<file path="src/rtl/smc_pkg.sv">
package smc_pkg;
  typedef enum logic [2:0] {
    M_INIT = 3'd0, M_HIGH = 3'd1, M_LOW = 3'd2,
    M_HOP  = 3'd3, M_IDLE = 3'd4, M_OFF = 3'd5
  } mode_e;

  typedef enum logic [1:0] {
    RAIL_NONE = 2'd0, RAIL_HIGH = 2'd1, RAIL_LOW = 2'd2
  } rail_e;

  localparam int unsigned ADDR_W = 3;
  localparam logic [ADDR_W-1:0] A_MODE = 3'd0;
  // configuration registers live at addresses 1..NCFG
  localparam int unsigned NCFG = 4;
  localparam int unsigned CFG_PERIOD = 0;
  localparam int unsigned CFG_DUTY   = 1;
  localparam int unsigned CFG_DLY    = 2;
  localparam int unsigned CFG_SETTLE = 3;
endpackage

</file>
<file path="src/rtl/smc_regs.sv">
module smc_regs
  import smc_pkg::*;
#(
  parameter int unsigned DATA_W     = 8,
  parameter int unsigned PERIOD_RST = 16,
  parameter int unsigned DUTY_RST   = 8,
  parameter int unsigned DLY_RST    = 0,
  parameter int unsigned SETTLE_RST = 4
) (
  input  logic              clk_i,
  input  logic              rst_ni,
  input  logic              wr_i,
  input  logic [ADDR_W-1:0] addr_i,
  input  logic [DATA_W-1:0] wdata_i,
  output logic [DATA_W-1:0] period_o,
  output logic [DATA_W-1:0] duty_o,
  output logic [DATA_W-1:0] dly_o,
  output logic [DATA_W-1:0] settle_o,
  output logic              mode_wr_o,
  output mode_e             mode_wdata_o
);
  localparam logic [DATA_W-1:0] MAX_MODE = DATA_W'(M_OFF);

  logic [DATA_W-1:0] cfg_q [NCFG];

  function automatic logic [DATA_W-1:0] rst_val(input int unsigned idx);
    case (idx)
      CFG_PERIOD: rst_val = DATA_W'(PERIOD_RST);
      CFG_DUTY:   rst_val = DATA_W'(DUTY_RST);
      CFG_DLY:    rst_val = DATA_W'(DLY_RST);
      default:    rst_val = DATA_W'(SETTLE_RST);
    endcase
  endfunction

  for (genvar g = 0; g < NCFG; g++) begin : g_cfg
    logic wen;
    assign wen = wr_i && (addr_i == ADDR_W'(g + 1));
    always_ff @(posedge clk_i or negedge rst_ni) begin
      if (!rst_ni)  cfg_q[g] <= rst_val(g);
      else if (wen) cfg_q[g] <= wdata_i;
    end
  end

  assign period_o     = cfg_q[CFG_PERIOD];
  assign duty_o       = cfg_q[CFG_DUTY];
  assign dly_o        = cfg_q[CFG_DLY];
  assign settle_o     = cfg_q[CFG_SETTLE];
  assign mode_wr_o    = wr_i && (addr_i == A_MODE) && (wdata_i <= MAX_MODE);
  assign mode_wdata_o = mode_e'(wdata_i[2:0]);
endmodule

</file>
<file path="src/rtl/smc_pwm.sv">
module smc_pwm #(
  parameter int unsigned DATA_W = 8
) (
  input  logic              clk_i,
  input  logic              rst_ni,
  input  logic              run_i,
  input  logic [DATA_W-1:0] period_i,
  input  logic [DATA_W-1:0] duty_i,
  output logic              phase_high_o
);
  logic [DATA_W-1:0] cnt_q, cnt_d;
  logic              wrap;

  assign wrap = ({1'b0, cnt_q} + (DATA_W+1)'(1)) >= {1'b0, period_i};

  always_comb begin
    cnt_d = cnt_q;
    if (!run_i)    cnt_d = '0;
    else if (wrap) cnt_d = '0;
    else           cnt_d = cnt_q + DATA_W'(1);
  end

  always_ff @(posedge clk_i or negedge rst_ni) begin
    if (!rst_ni) cnt_q <= '0;
    else         cnt_q <= cnt_d;
  end

  assign phase_high_o = cnt_q < duty_i;
endmodule

</file>
<file path="src/rtl/smc_rail_seq.sv">
module smc_rail_seq
  import smc_pkg::*;
#(
  parameter int unsigned DATA_W = 8
) (
  input  logic              clk_i,
  input  logic              rst_ni,
  input  rail_e             tgt_i,
  input  logic [DATA_W-1:0] settle_i,
  input  logic              ack_i,
  output logic              req_o,
  output logic              sw_high_o,
  output logic              sw_low_o,
  output rail_e             rail_o,
  output logic              steady_o
);
  typedef enum logic [2:0] {
    SQ_STEADY, SQ_REQ, SQ_BREAK, SQ_SETTLE, SQ_DROP
  } seq_e;

  seq_e              st_q, st_d;
  rail_e             rail_q, rail_d, nxt_q, nxt_d;
  logic [DATA_W-1:0] cnt_q, cnt_d;

  always_comb begin
    st_d   = st_q;
    rail_d = rail_q;
    nxt_d  = nxt_q;
    cnt_d  = cnt_q;
    case (st_q)
      SQ_STEADY: if (tgt_i != rail_q) begin
        nxt_d = tgt_i;
        st_d  = SQ_REQ;
      end
      SQ_REQ:    if (ack_i) st_d = SQ_BREAK;
      SQ_BREAK: begin
        rail_d = nxt_q;
        cnt_d  = settle_i;
        st_d   = SQ_SETTLE;
      end
      SQ_SETTLE: if (cnt_q == '0) st_d = SQ_DROP;
                 else             cnt_d = cnt_q - DATA_W'(1);
      SQ_DROP:   if (!ack_i) st_d = SQ_STEADY;
      default:   st_d = SQ_STEADY;
    endcase
  end

  always_ff @(posedge clk_i or negedge rst_ni) begin
    if (!rst_ni) begin
      st_q   <= SQ_STEADY;
      rail_q <= RAIL_HIGH;
      nxt_q  <= RAIL_HIGH;
      cnt_q  <= '0;
    end else begin
      st_q   <= st_d;
      rail_q <= rail_d;
      nxt_q  <= nxt_d;
      cnt_q  <= cnt_d;
    end
  end

  assign req_o     = (st_q == SQ_REQ) || (st_q == SQ_BREAK) || (st_q == SQ_SETTLE);
  assign sw_high_o = (rail_q == RAIL_HIGH) && (st_q != SQ_BREAK);
  assign sw_low_o  = (rail_q == RAIL_LOW)  && (st_q != SQ_BREAK);
  assign rail_o    = rail_q;
  assign steady_o  = (st_q == SQ_STEADY);
endmodule

</file>
<file path="src/rtl/smc_mode_fsm.sv">
module smc_mode_fsm
  import smc_pkg::*;
(
  input  logic  clk_i,
  input  logic  rst_ni,
  input  logic  wr_i,
  input  mode_e wdata_i,
  input  logic  settled_i,
  output mode_e mode_o
);
  mode_e mode_q, mode_d, pend_q, pend_d;
  logic  pend_vld_q, pend_vld_d;

  always_comb begin
    mode_d     = mode_q;
    pend_d     = pend_q;
    pend_vld_d = pend_vld_q;
    if (pend_vld_q && settled_i) begin
      if (mode_q == M_OFF && pend_q != M_OFF && pend_q != M_INIT) begin
        mode_d = M_INIT;              // detour; request stays pending
      end else begin
        mode_d     = pend_q;
        pend_vld_d = 1'b0;
      end
    end
    if (wr_i) begin
      pend_d     = wdata_i;
      pend_vld_d = 1'b1;
    end
  end

  always_ff @(posedge clk_i or negedge rst_ni) begin
    if (!rst_ni) begin
      mode_q     <= M_INIT;
      pend_q     <= M_INIT;
      pend_vld_q <= 1'b0;
    end else begin
      mode_q     <= mode_d;
      pend_q     <= pend_d;
      pend_vld_q <= pend_vld_d;
    end
  end

  assign mode_o = mode_q;
endmodule

</file>
<file path="src/rtl/supply_mode_ctrl.sv">
module supply_mode_ctrl
  import smc_pkg::*;
#(
  parameter int unsigned DATA_W     = 8,
  parameter int unsigned PERIOD_RST = 16,
  parameter int unsigned DUTY_RST   = 8,
  parameter int unsigned DLY_RST    = 0,
  parameter int unsigned SETTLE_RST = 4
) (
  input  logic              clk_i,
  input  logic              rst_ni,
  input  logic              cfg_wr_i,
  input  logic [2:0]        cfg_addr_i,
  input  logic [DATA_W-1:0] cfg_wdata_i,
  input  logic              pause_ack_i,
  output logic              pause_req_o,
  output logic              sw_high_en_o,
  output logic              sw_low_en_o,
  output logic              unit_rst_no,
  output logic              unit_clk_stop_o,
  output logic [DATA_W-1:0] dly_code_o,
  output logic [2:0]        mode_o
);
  logic              rst_meta_q, rst_n_q;
  logic [DATA_W-1:0] period, duty, settle;
  logic              mode_wr, phase_high, steady, settled;
  mode_e             mode_wdata, mode;
  rail_e             tgt_rail, cur_rail;

  // asynchronous assertion, synchronous release
  always_ff @(posedge clk_i or negedge rst_ni) begin
    if (!rst_ni) begin
      rst_meta_q <= 1'b0;
      rst_n_q    <= 1'b0;
    end else begin
      rst_meta_q <= 1'b1;
      rst_n_q    <= rst_meta_q;
    end
  end

  smc_regs #(
    .DATA_W(DATA_W), .PERIOD_RST(PERIOD_RST), .DUTY_RST(DUTY_RST),
    .DLY_RST(DLY_RST), .SETTLE_RST(SETTLE_RST)
  ) u_regs (
    .clk_i(clk_i), .rst_ni(rst_n_q), .wr_i(cfg_wr_i), .addr_i(cfg_addr_i),
    .wdata_i(cfg_wdata_i), .period_o(period), .duty_o(duty), .dly_o(dly_code_o),
    .settle_o(settle), .mode_wr_o(mode_wr), .mode_wdata_o(mode_wdata)
  );

  smc_pwm #(.DATA_W(DATA_W)) u_pwm (
    .clk_i(clk_i), .rst_ni(rst_n_q), .run_i(mode == M_HOP),
    .period_i(period), .duty_i(duty), .phase_high_o(phase_high)
  );

  always_comb begin
    case (mode)
      M_INIT, M_HIGH: tgt_rail = RAIL_HIGH;
      M_LOW, M_IDLE:  tgt_rail = RAIL_LOW;
      M_HOP:          tgt_rail = phase_high ? RAIL_HIGH : RAIL_LOW;
      default:        tgt_rail = RAIL_NONE;
    endcase
  end

  smc_rail_seq #(.DATA_W(DATA_W)) u_seq (
    .clk_i(clk_i), .rst_ni(rst_n_q), .tgt_i(tgt_rail), .settle_i(settle),
    .ack_i(pause_ack_i), .req_o(pause_req_o), .sw_high_o(sw_high_en_o),
    .sw_low_o(sw_low_en_o), .rail_o(cur_rail), .steady_o(steady)
  );

  assign settled = steady && (cur_rail == tgt_rail);

  smc_mode_fsm u_fsm (
    .clk_i(clk_i), .rst_ni(rst_n_q), .wr_i(mode_wr), .wdata_i(mode_wdata),
    .settled_i(settled), .mode_o(mode)
  );

  assign mode_o          = mode;
  assign unit_rst_no     = !((mode == M_INIT) || (mode == M_OFF));
  assign unit_clk_stop_o = (mode == M_IDLE) || (mode == M_OFF);
endmodule

</file>
<file path="config.mk">
export PLATFORM = sky130hd
export DESIGN_NAME = supply_mode_ctrl
export DESIGN_NICKNAME = d
export VERILOG_FILES = /design/src/rtl/smc_pkg.sv /design/src/rtl/smc_regs.sv /design/src/rtl/smc_pwm.sv /design/src/rtl/smc_rail_seq.sv /design/src/rtl/smc_mode_fsm.sv /design/src/rtl/supply_mode_ctrl.sv
export SDC_FILE = /design/constraint.sdc
export NUM_CORES = 1
export LEC_CHECK = 0
export BUFFER_PORTS_ARGS = -buffer_cell sky130_fd_sc_hd__buf_2
export CAP_MARGIN = 20
export CORE_ASPECT_RATIO = 1.75
export CORE_MARGIN = 10
export CORE_UTILIZATION = 53
export DETAILED_ROUTE_END_ITERATION = 12
export GPL_ROUTABILITY_DRIVEN = 0
export HOLD_SLACK_MARGIN = 0.03
export PLACE_DENSITY = 0.75
export SLEW_MARGIN = 25
export SYNTH_ARGS = -nofsm -noshare
export SYNTH_HDL_FRONTEND = slang
export SYNTH_SLANG_ARGS = --single-unit
</file>
<file path="constraint.sdc">
create_clock -name clk_i -period 1.86 [get_ports clk_i]
set_input_delay 0.279 -clock clk_i [delete_from_list [all_inputs] [get_ports clk_i]]
set_output_delay 0.279 -clock clk_i [all_outputs]
set_load 0.02 [all_outputs]
</file>
==> results of run 1 <==
[per-layer routing]
| metal | track usage, % | part of all wire (%) |
|---|---|---|
| met3 | 4.48 | 4.4 |
| met1 | 17.9 | 35 |
| met5 | 0 | 0 |
| met4 | 9.79 | 4.2 |
| met2 | 31.0 | 56 |
[tightest hold or removal path: cells and delay by family]
family,cells,cell delay (ps)
AO/OA/AOI/OAI,1,70
buffers and inverters,1,100
AND/OR/NAND/NOR,1,70
[kinds of logic (layout without fill, tap and decap cells)]
| family | count (synthesis) | after routing | share of synthesized area (%) |
|---|---|---|---|
| AND/OR/NAND/NOR | 107 | 107 | 16.5 |
| AO/OA/AOI/OAI | 66 | 66 | 12.6 |
| flip-flops | 64 | 64 | 48.3 |
| buffers and inverters | 32 | 107 | 3.87 |
| multiplexers | 28 | 28 | 9.41 |
| adder cells (fa/ha/maj) | 18 | 18 | 6.77 |
| XOR/XNOR | 9 | 9 | 2.37 |
| other | 1 | 1 | 0.113 |
[what timing repair did]
action                                 4_1_cts  5_1_grt
resized for setup                           30       12
setup buffers                                4        3
endpoints found under the hold margin        2        0
pin swaps                                   12        8
setup endpoints to repair                   15       17
hold buffers                                 1        0
[per-stage QoR]
stage	total power, mW	setup slack (ps)	util (%)	std cells	instance area [sq um]
floorplan	3.72	-284	-	325	3350
global placement	4.55	-295	62.1	456	3810
detailed placement	4.63	-376	62.1	456	3810
CTS	6.19	-382	68.7	477	4220
global route	6.78	-558	70.2	480	4300
finish	6.32	-462	70.2	480	4300
[worst paths after layout]
kind                       cells past startpoint                         start                      endpoint
hold / removal                                 3                   pause_ack_i     u_seq.st_q[2]$_DFFE_PN0P_
min in group asynchronous                      2                        rst_ni             rst_n_q$_DFF_PN0_
max in group asynchronous                      1             rst_n_q$_DFF_PN0_  u_regs.duty_o[3]$_DFFE_PN1P_
hold reg to reg                                1             rst_n_q$_DFF_PN0_  u_regs.duty_o[5]$_DFFE_PN0P_
setup / recovery                               8  u_regs.duty_o[2]$_DFFE_PN0P_    u_seq.nxt_q[1]$_DFFE_PN0P_
setup reg to reg                               8  u_regs.duty_o[2]$_DFFE_PN0P_    u_seq.nxt_q[1]$_DFFE_PN0P_
[Yosys cell counts (2+ instances only)]
library cell	instances	area, sq um
dfrtp_1	59	1480
o21ai_0	34	170
nand2_1	28	105
nor2_1	25	93.8
mux2_2	24	270
inv_1	22	82.6
ha_1	18	225
nor3_1	10	50.1
a21oi_1	9	45.0
clkbuf_1	8	30.0
nand3_1	8	40.0
nor2b_1	7	43.8
nor3b_1	6	45.0
xnor2_1	6	52.6
dfstp_2	5	131
nor4_1	5	31.3
nand2b_1	4	25.0
a22oi_1	3	22.5
xor2_1	3	26.3
a211oi_1	2	15.0
a21o_1	2	15.0
a31oi_1	2	12.5
and3_1	2	12.5
mux2_1	2	22.5
mux2i_1	2	20.0
nand4_1	2	12.5
nor3b_2	2	25.0
nor4b_1	2	17.5
o21ai_1	2	10.0
o21ai_2	2	17.5
[registers in the layout, indices dropped and copies added (netlist names)]
name and count:
u_fsm.mode_o 3, u_fsm.pend_q 3, u_seq.cnt_q 8, u_regs.duty_o 8, u_seq.st_q 3, u_fsm.pend_vld_q 1
rst_n_q 1, u_regs.settle_o 8, u_pwm.cnt_q 8, u_seq.nxt_q 2, u_seq.rail_o 2, u_regs.dly_o 8
rst_meta_q 1, u_regs.period_o 8
[power groups by stage]
stage	combinational, mW	clock [mW]	sequential [mW]
2_1_floorplan	1.60	0	2.12
3_3_place_gp	2.47	0	2.07
3_5_place_dp	2.54	0	2.09
4_1_cts	2.86	1.25	2.08
5_1_grt	3.32	1.32	2.14
6_report	3.01	1.24	2.08
[area by class of cell]
class                   count  area, sq um  area share (%)
clock inverters             6         67.6            1.57
clock buffers              10          138            3.20
flip-flops and latches     64         1610            37.4
multi-input cells         229         1820            42.2
inverters                  22         82.6            1.92
well taps                  80          100            2.33
repair buffers             69          489            11.4
==> run summary, run 1 <==
HP Class -> primary input to register
DRT Wirelength -> 8.25 mm
worst hold slack -> 201 ps
Setup TNS -> -5470 ps
combinational share of power -> 47.6%
ys flop type -> dfrtp_1
internal power -> 3.90 mW
PwrDens -> 1470 nW/um^2
number of diodes -> 0
Seq cells post-synth -> 64
Max Buffers Root-to-Sink -> 2
highest-delay cell along the critical path -> a2111oi_4
CTS buffer count -> 9
DR vias -> 2689
Slew HR -> 66.2%
Crit path max-delay family -> compound AO/OA/AOI/OAI gates
crit path DAT -> 2560 ps
# H-tree levels -> 3
Initial Utilization -> 54.2%
crit-path max FO -> 3
CP Cell Sequence -> inv_2 > ha_4 > a211oi_2 > o21ai_2 > a2111oi_4 > o21ai_2 > nor3b_2 > mux2_1
max incr delay on CP -> 420 ps
clk_skew -> 12.2 ps
fin crit period -> 2320 ps
failing checks -> setup timing
Crit. End Element -> register
I/O Pins -> 31
DRT Pass-1 Iters -> 4
CTS Root Cell -> clkbuf_8
most frequent cells in the layout -> dfrtp_1 (56), o21ai_0 (33), buf_4 (31), buf_2 (30), nand2_1 (28)
core area -> 6130 sq um
critical path startpoint category -> register
Final Slew Violations -> 0
RSZ-0062 raised after global routing -> true
Via density -> 5.60
sequential area share after synthesis -> 48.3%
worst path bufs/invs -> 1
Critical Path RT -> 2100 ps
FFs w/ async S/R, synth -> 100%
Area Overhead vs Synth -> 29.4%
Layout Nets -> 428
syn_area_per_cell -> 10.2 sq um
clock sinks -> 64
# setup viols final -> 15
DIE AREA -> 9970 sq um
first-pass GRT wire length -> 13.8 mm
final hold violation count -> 0
initial antenna violation count -> 0
Cell Rows -> 38
DRC violations left -> 0
Post-synth EDFFs -> 0
syn_nets -> 358
leading cell type in the layout, fill and taps excluded -> dfrtp_1
clk_lat worst skew -> 370 ps
Sw Share -> 38.4%
Seq pwr share -> 32.9%
Leak -> 1.98 nW
critical path's most frequent cell -> o21ai_2
max-cap violations -> 0
clock slew at reported path FFs -> 70 ps
height of the chip -> 125 um
Yosys Warn Count -> 0
vias in the first global route -> 2873
# fillers -> 451
r2r setup slk -> -460 ps
synthesized area -> 3330 sq um
routed len/inst -> 17.2 um
Die X -> 79.9 um
largest net degree at the start of global routing -> 63
CTS tree -> yes
Yosys cell types -> 49
outcome -> complete, but fails checks
GRT overflow -> 0
post-DP HPWL -> 5.65 mm
maximum VDD drop -> 0.00111 V
Port Buf Inserts -> 30
layout cells sized above 1 -> 40.0%
Psw -> 2.43 mW
GRT Util Overall -> 17.6%
final worst slack -> -462 ps
DRT iter0 DRCs -> 209
highest clock rate -> 431 MHz
Period Utilization, post-route -> 125%
Least-Margin Pin Slew -> 503 ps
clock power share -> 19.6%
Post-DRT Antenna Nets -> 0
Worst Setup Path Type -> register to register
cell count after synthesis -> 325
Note: power is estimated with default switching activity, not from simulation.
==> inputs of run 2 (changes only) <==
- REMOVE_ABC_BUFFERS: default -> 1
==> run 2 against run 1 <==
  * The flow still finishes with violations (setup timing)
  * Routed wire length up 1.8%
  * Register-to-register slack about the same
  * Sequential power hardly changed
  * Power grew 3.6%
  * Final cell count down 0.21%
  * Fmax fell by 0.18%
  * Setup slack got worse by 4.2 ps
  * Non-clock buffer count is 1 lower
  * Sequential cell count stayed put
  * Combinational power increased by 5%
  * Global-route usage decreased by 0.62 points
  * Hold slack better by 4.5 ps
  * Critical path type unchanged
==> run summary, run 2 (synthesis gave the netlist of run 1 again) <==
routed len/inst -> 17.5 um (+2.0%)
highest clock rate -> 430 MHz (-0.18%)
Final Slew Violations -> 0 (unchanged)
layout cells sized above 1 -> 39.8% (-0.15 points)
GRT overflow -> 0 (unchanged)
outcome -> complete, but fails checks
DRT Pass-1 Iters -> 4 (unchanged)
# fillers -> 426 (-5.5%)
most frequent cells in the layout -> dfrtp_1 (58), o21ai_0 (33), buf_4 (31), buf_2 (30), nand2_1 (28)
DRT iter0 DRCs -> 154 (-26%)
# H-tree levels -> 3 (unchanged)
Post-DRT Antenna Nets -> 0 (unchanged)
vias in the first global route -> 2752 (-4.2%)
height of the chip -> 125 um (unchanged)
worst path bufs/invs -> 0 (-1)
initial antenna violation count -> 0 (unchanged)
sequential cell area -> 1610 sq um (-0.16%)
core area -> 6130 sq um (unchanged)
Crit path max-delay family -> simple AND/OR/NAND/NOR gates
Layout Nets -> 427 (-0.23%)
failing checks -> setup timing
CTS tree -> yes
number of diodes -> 0 (unchanged)
Crit. End Element -> register
highest-delay cell along the critical path -> or4_4
largest net degree at the start of global routing -> 63 (unchanged)
Setup TNS -> -5170 ps (+304 ps)
clk_skew -> 10.2 ps (-1.93 ps)
Cell Rows -> 38 (unchanged)
CP Cell Sequence -> and3_4 > and3_4 > nand3_4 > xnor2_2 > ha_4 > or4_4 > or2_4 > nor3b_2
critical path's most frequent cell -> and3_4
first-pass GRT wire length -> 13.3 mm (-3.7%)
final core utilization -> 71.1% (+0.94 points)
Worst Setup Path Type -> register to register
Period Utilization, post-route -> 125% (+0.22 points)
clock slew at reported path FFs -> 70 ps (about the same)
final hold violation count -> 0 (unchanged)
Max Buffers Root-to-Sink -> 2 (unchanged)
HP Class -> primary input to register
I/O Pins -> 31 (unchanged)
# setup viols final -> 15 (unchanged)
Multi-input gate area -> 1880 sq um (+3.5%)
post-DP HPWL -> 5.75 mm (+1.8%)
crit-path max FO -> 5 (+2)
max-cap violations -> 0 (unchanged)
Via density -> 5.64 (+0.62%)
CTS buffer count -> 9 (unchanged)
Leak -> 1.98 nW (about the same)
PwrDens -> 1500 nW/um^2 (+2.2%)
clk_lat worst skew -> 350 ps (-20 ps)
RSZ-0062 raised after global routing -> true
DRT Wirelength -> 8.40 mm (+1.8%)
DRC violations left -> 0 (unchanged)
crit path DAT -> 2590 ps (+30 ps)
final worst slack -> -466 ps (-4.16 ps)
leading cell type in the layout, fill and taps excluded -> dfrtp_1
DIE AREA -> 9970 sq um (unchanged)
Die X -> 79.9 um (unchanged)
max incr delay on CP -> 480 ps (+60 ps)
CTS Root Cell -> clkbuf_8
Critical Path RT -> 2120 ps (+20 ps)
worst hold slack -> 206 ps (+4.49 ps)
DP Worst Slack -> -515 ps (-140 ps)
Area Overhead vs Synth -> 31.2%
Initial Utilization -> 54.2% (unchanged)
clock sinks -> 64 (unchanged)
GRT Util Overall -> 17.0% (-0.62 points)
Port Buf Inserts -> 30 (unchanged)
critical path startpoint category -> register
DR vias -> 2700 (+0.41%)
maximum VDD drop -> 0.000934 V (-16%)
Total Power -> 6.55 mW (+3.6%)
fin crit period -> 2330 ps (+4.16 ps)
==> run 2: worst reg2reg max path: stages, from the launching register on <==
cell and delay [ps]:
dfrtp_1 430, and3_4 220, and3_4 250, nand3_4 100, xnor2_2 170, ha_4 160
or4_4 480, or2_4 280, nor3b_2 180
==> run 2: timing repair <==
action | 4_1_cts | 5_1_grt
hold endpoints to repair | 2 | 0
gates resized for setup | 31 | 20
setup buffers | 4 | 3
pin swaps | 16 | 10
setup endpoints to repair | 15 | 15
hold buffers | 1 | 0
==> run 2: through the flow <==
stage	cells	instance area, sq um
6_report	479	4360
3_3_place_gp	455	3780
5_1_grt	479	4360
2_1_floorplan	315	3280
3_5_place_dp	455	3780
4_1_cts	476	4190
==> run 2: worst paths after layout <==
path / start / end / slack [ps] / depth (start not counted)
min in group asynchronous: rst_ni / rst_n_q$_DFF_PN0_ / 240 / 2
min reg2reg: rst_n_q$_DFF_PN0_ / u_regs.period_o[0]$_DFFE_PN0P_ / 280 / 1
min: pause_ack_i / u_seq.st_q[2]$_DFFE_PN0P_ / 210 / 3
max reg2reg: u_pwm.cnt_q[2]$_DFF_PN0_ / u_pwm.cnt_q[5]$_DFF_PN0_ / -470 / 8
max: u_pwm.cnt_q[2]$_DFF_PN0_ / u_pwm.cnt_q[5]$_DFF_PN0_ / -470 / 8
max in group asynchronous: rst_n_q$_DFF_PN0_ / u_regs.duty_o[3]$_DFFE_PN1P_ / 1250 / 1
==> run 2: metal layers <==
metal | vias up | share of wire, % | routed length, um | global-route usage [%]
li1 | 1274 | - | - | -
met1 | 1358 | 35 | 2930 | 16.0
met2 | 43 | 59 | 4980 | 31.3
met3 | 25 | 2.3 | 193 | 4.26
met4 | 0 | 3.6 | 301 | 9.48
met5 | - | 0 | 0 | 0
==> run 2: where the power goes <==
group | switching, mW | leakage [nW] | internal (mW)
registers | 0.318 | 0.783 | 1.79
clock network | 0.547 | 0.102 | 0.749
logic | 1.61 | 1.10 | 1.54
==> run 2: area by class of cell <==
type | instances | area share [%]
well taps | 80 | 2.29
repair buffers | 68 | 11.0
clock inverters | 6 | 1.95
flip-flops and latches | 64 | 36.9
multi-input cells | 229 | 43.1
inverters | 22 | 1.89
clock buffers | 10 | 2.93
==> inputs of run 3 (changes only) <==
- PLACE_DENSITY: 0.75 -> 0.72
- clock period: 1.86 -> 2.79 ns (I/O delays scaled with it)
==> run 3 against run 2 <==
  * The run now ends clean
  * Setup slack gained 850 ps
  * Critical path type unchanged
  * Sequential cell count unchanged
  * Largest cell class is now registers
  * Sequential power shrank 32%
  * Count of clock-buffer cells in the layout up 2
  * Clock skew down 1.8 ps
==> run summary, run 3 (synthesis gave the netlist of run 1 again) <==
HP Class -> register to asynchronous set/reset pin
crit path DAT -> 2650 ps (+60 ps)
Least-Margin Pin Slew -> 697 ps
initial antenna violation count -> 0 (unchanged)
final hold violation count -> 0 (unchanged)
number of diodes -> 0 (unchanged)
clk_skew -> 8.49 ps (-1.75 ps)
Port Buf Inserts -> 30 (unchanged)
Cell Rows -> 38 (unchanged)
routed len/inst -> 16.5 um (-6.1%)
DRC violations left -> 0 (unchanged)
r2r setup slk -> 380 ps (+850 ps)
clock power share -> 24.8% (+5.0 points)
Placement Cell Area -> 3570 sq um (-5.5%)
DRT iter0 DRCs -> 122 (-21%)
I/O Pins -> 31 (unchanged)
Leak -> 1.77 nW (-11%)
Initial Utilization -> 54.2% (unchanged)
DRT Pass-1 Iters -> 4 (unchanged)
Layout Nets -> 394 (-7.7%)
DR vias -> 2478 (-8.2%)
core area -> 6130 sq um (unchanged)
height of the chip -> 125 um (unchanged)
Psw -> 1.39 mW (-44%)
largest net degree at the start of global routing -> 34 (-46%)
highest clock rate -> 415 MHz (-3.4%)
Final Slew Violations -> 0 (unchanged)
Crit. End Element -> register
clk_lat worst skew -> 360 ps (about the same)
final core utilization -> 62.2% (-8.9 points)
clock slew at reported path FFs -> 70 ps (about the same)
maximum VDD drop -> 0.000529 V (-43%)
RSZ-0062 raised after global routing -> false
layout cells sized above 1 -> 24.6% (-15 points)
outcome -> completed
Sw Share -> 37.4% (-0.38 points)
Seq pwr share -> 38.4% (+6.2 points)
PwrDens -> 978 nW/um^2 (-35%)
leading cell type in the layout, fill and taps excluded -> dfrtp_1
CTS Root Cell -> clkbuf_8
DRT Wirelength -> 7.34 mm (-13%)
post-DP HPWL -> 5.54 mm (-3.7%)
# setup viols final -> 0 (-15)
# H-tree levels -> 3 (unchanged)
Worst Setup Path Type -> register to register
Setup TNS -> 0 ps (+5170 ps)
Via density -> 5.56 (-1.4%)
CTS tree -> yes
Total Power -> 3.73 mW (-43%)
Slew HR -> 53.5%
GRT overflow -> 0 (unchanged)
crit-path max FO -> 5 (unchanged)
worst hold slack -> 320 ps (+114 ps)
max-cap violations -> 0 (unchanged)
Final Cell Area -> 3810 sq um (-13%)
fin crit period -> 2410 ps (+83.0 ps)
most frequent cells in the layout -> dfrtp_1 (58), o21ai_0 (34), buf_2 (30), nand2_1 (28), nor2_1 (25)
Die X -> 79.9 um (unchanged)
critical path startpoint category -> register
Area Overhead vs Synth -> 14.7%
Critical Path RT -> 3030 ps (+910 ps)
first-pass GRT wire length -> 12.1 mm (-8.8%)
GRT Util Overall -> 15.5% (-1.5 points)
CTS buffer count -> 9 (unchanged)
Max Buffers Root-to-Sink -> 2 (unchanged)
internal power -> 2.33 mW (-43%)
Period Utilization, post-route -> 86.3% (-39 points)
vias in the first global route -> 2554 (-7.2%)
combinational share of power -> 36.9% (-11 points)
DIE AREA -> 9970 sq um (unchanged)
Post-DRT Antenna Nets -> 0 (unchanged)
clock sinks -> 64 (unchanged)
[run 3: changes by cell type in the layout (fill, tap and decap cells not counted), moves of 4 or more]
cell / before / now
buf_4: 31 / 3
buf_6: 4 / 0
ha_1: 12 / 18
ha_4: 5 / 0
nor3b_1: 1 / 6
nor3b_2: 6 / 2
[run 3: power groups by stage]
stage | clock (mW) | sequential (mW) | combinational [mW]
6_report | 0.925 | 1.43 | 1.37
5_1_grt | 0.985 | 1.47 | 1.57
4_1_cts | 0.942 | 1.43 | 1.39
3_5_place_dp | 0 | 1.44 | 1.38
3_3_place_gp | 0 | 1.43 | 1.32
2_1_floorplan | 0 | 1.43 | 0.995
[run 3: worst max-delay path, cell delays in order, from the launching register on]
cell	delay [ps]
dfrtp_1	420
ha_1	330
a211oi_2	260
o21ai_2	100
a2111oi_4	450
o21ai_2	160
nor3b_2	250
mux2_1	330
[run 3: area by class of cell]
| cell class | instances | area [sq um] |
|---|---|---|
| Clock buffer | 12 | 155 |
| Clock inverter | 4 | 76.3 |
| Fill cell | 521 | 2320 |
| Inverter | 22 | 82.6 |
| Multi-Input combinational cell | 229 | 1590 |
| Sequential cell | 64 | 1610 |
| Tap cell | 80 | 100 |
| Timing Repair Buffer | 35 | 203 |
[run 3: through the flow]
step	setup WS, ps	cells
after floorplan	539	315
after global placement	467	429
after detailed placement	377	429
after CTS	354	446
after global routing	184	446
final	381	446
[run 3: final timing paths]
path                       cells after the start                           to                     start
max in group asynchronous                      1  u_seq.rail_o[0]$_DFFE_PN1P_         rst_n_q$_DFF_PN0_
min in group clk_i                             3    u_seq.st_q[2]$_DFFE_PN0P_               pause_ack_i
min reg2reg                                    0  u_regs.dly_o[6]$_DFFE_PN0P_         rst_n_q$_DFF_PN0_
max                                            7   u_seq.nxt_q[1]$_DFFE_PN0P_  u_pwm.cnt_q[2]$_DFF_PN0_
min                                            0  u_regs.dly_o[6]$_DFFE_PN0P_         rst_n_q$_DFF_PN0_
max reg2reg                                    7   u_seq.nxt_q[1]$_DFFE_PN0P_  u_pwm.cnt_q[2]$_DFF_PN0_
[run 3: metal layers]
metal	vias to the layer above	GRT usage [%]	share of wire [%]	wire length, um
li1	1206	-	-	-
met1	1209	15.5	38	2760
met2	41	27.2	55	4040
met3	22	3.61	3.1	229
met4	0	10.0	4.2	306
met5	-	0	0	0
[run 3: repair_timing]
| item | CTS | global route |
|---|---|---|
| endpoints found under the hold margin | 2 | 0 |
| setup buffers | 0 | 0 |
| hold buffers | 1 | 0 |
| resized for setup | 0 | 0 |
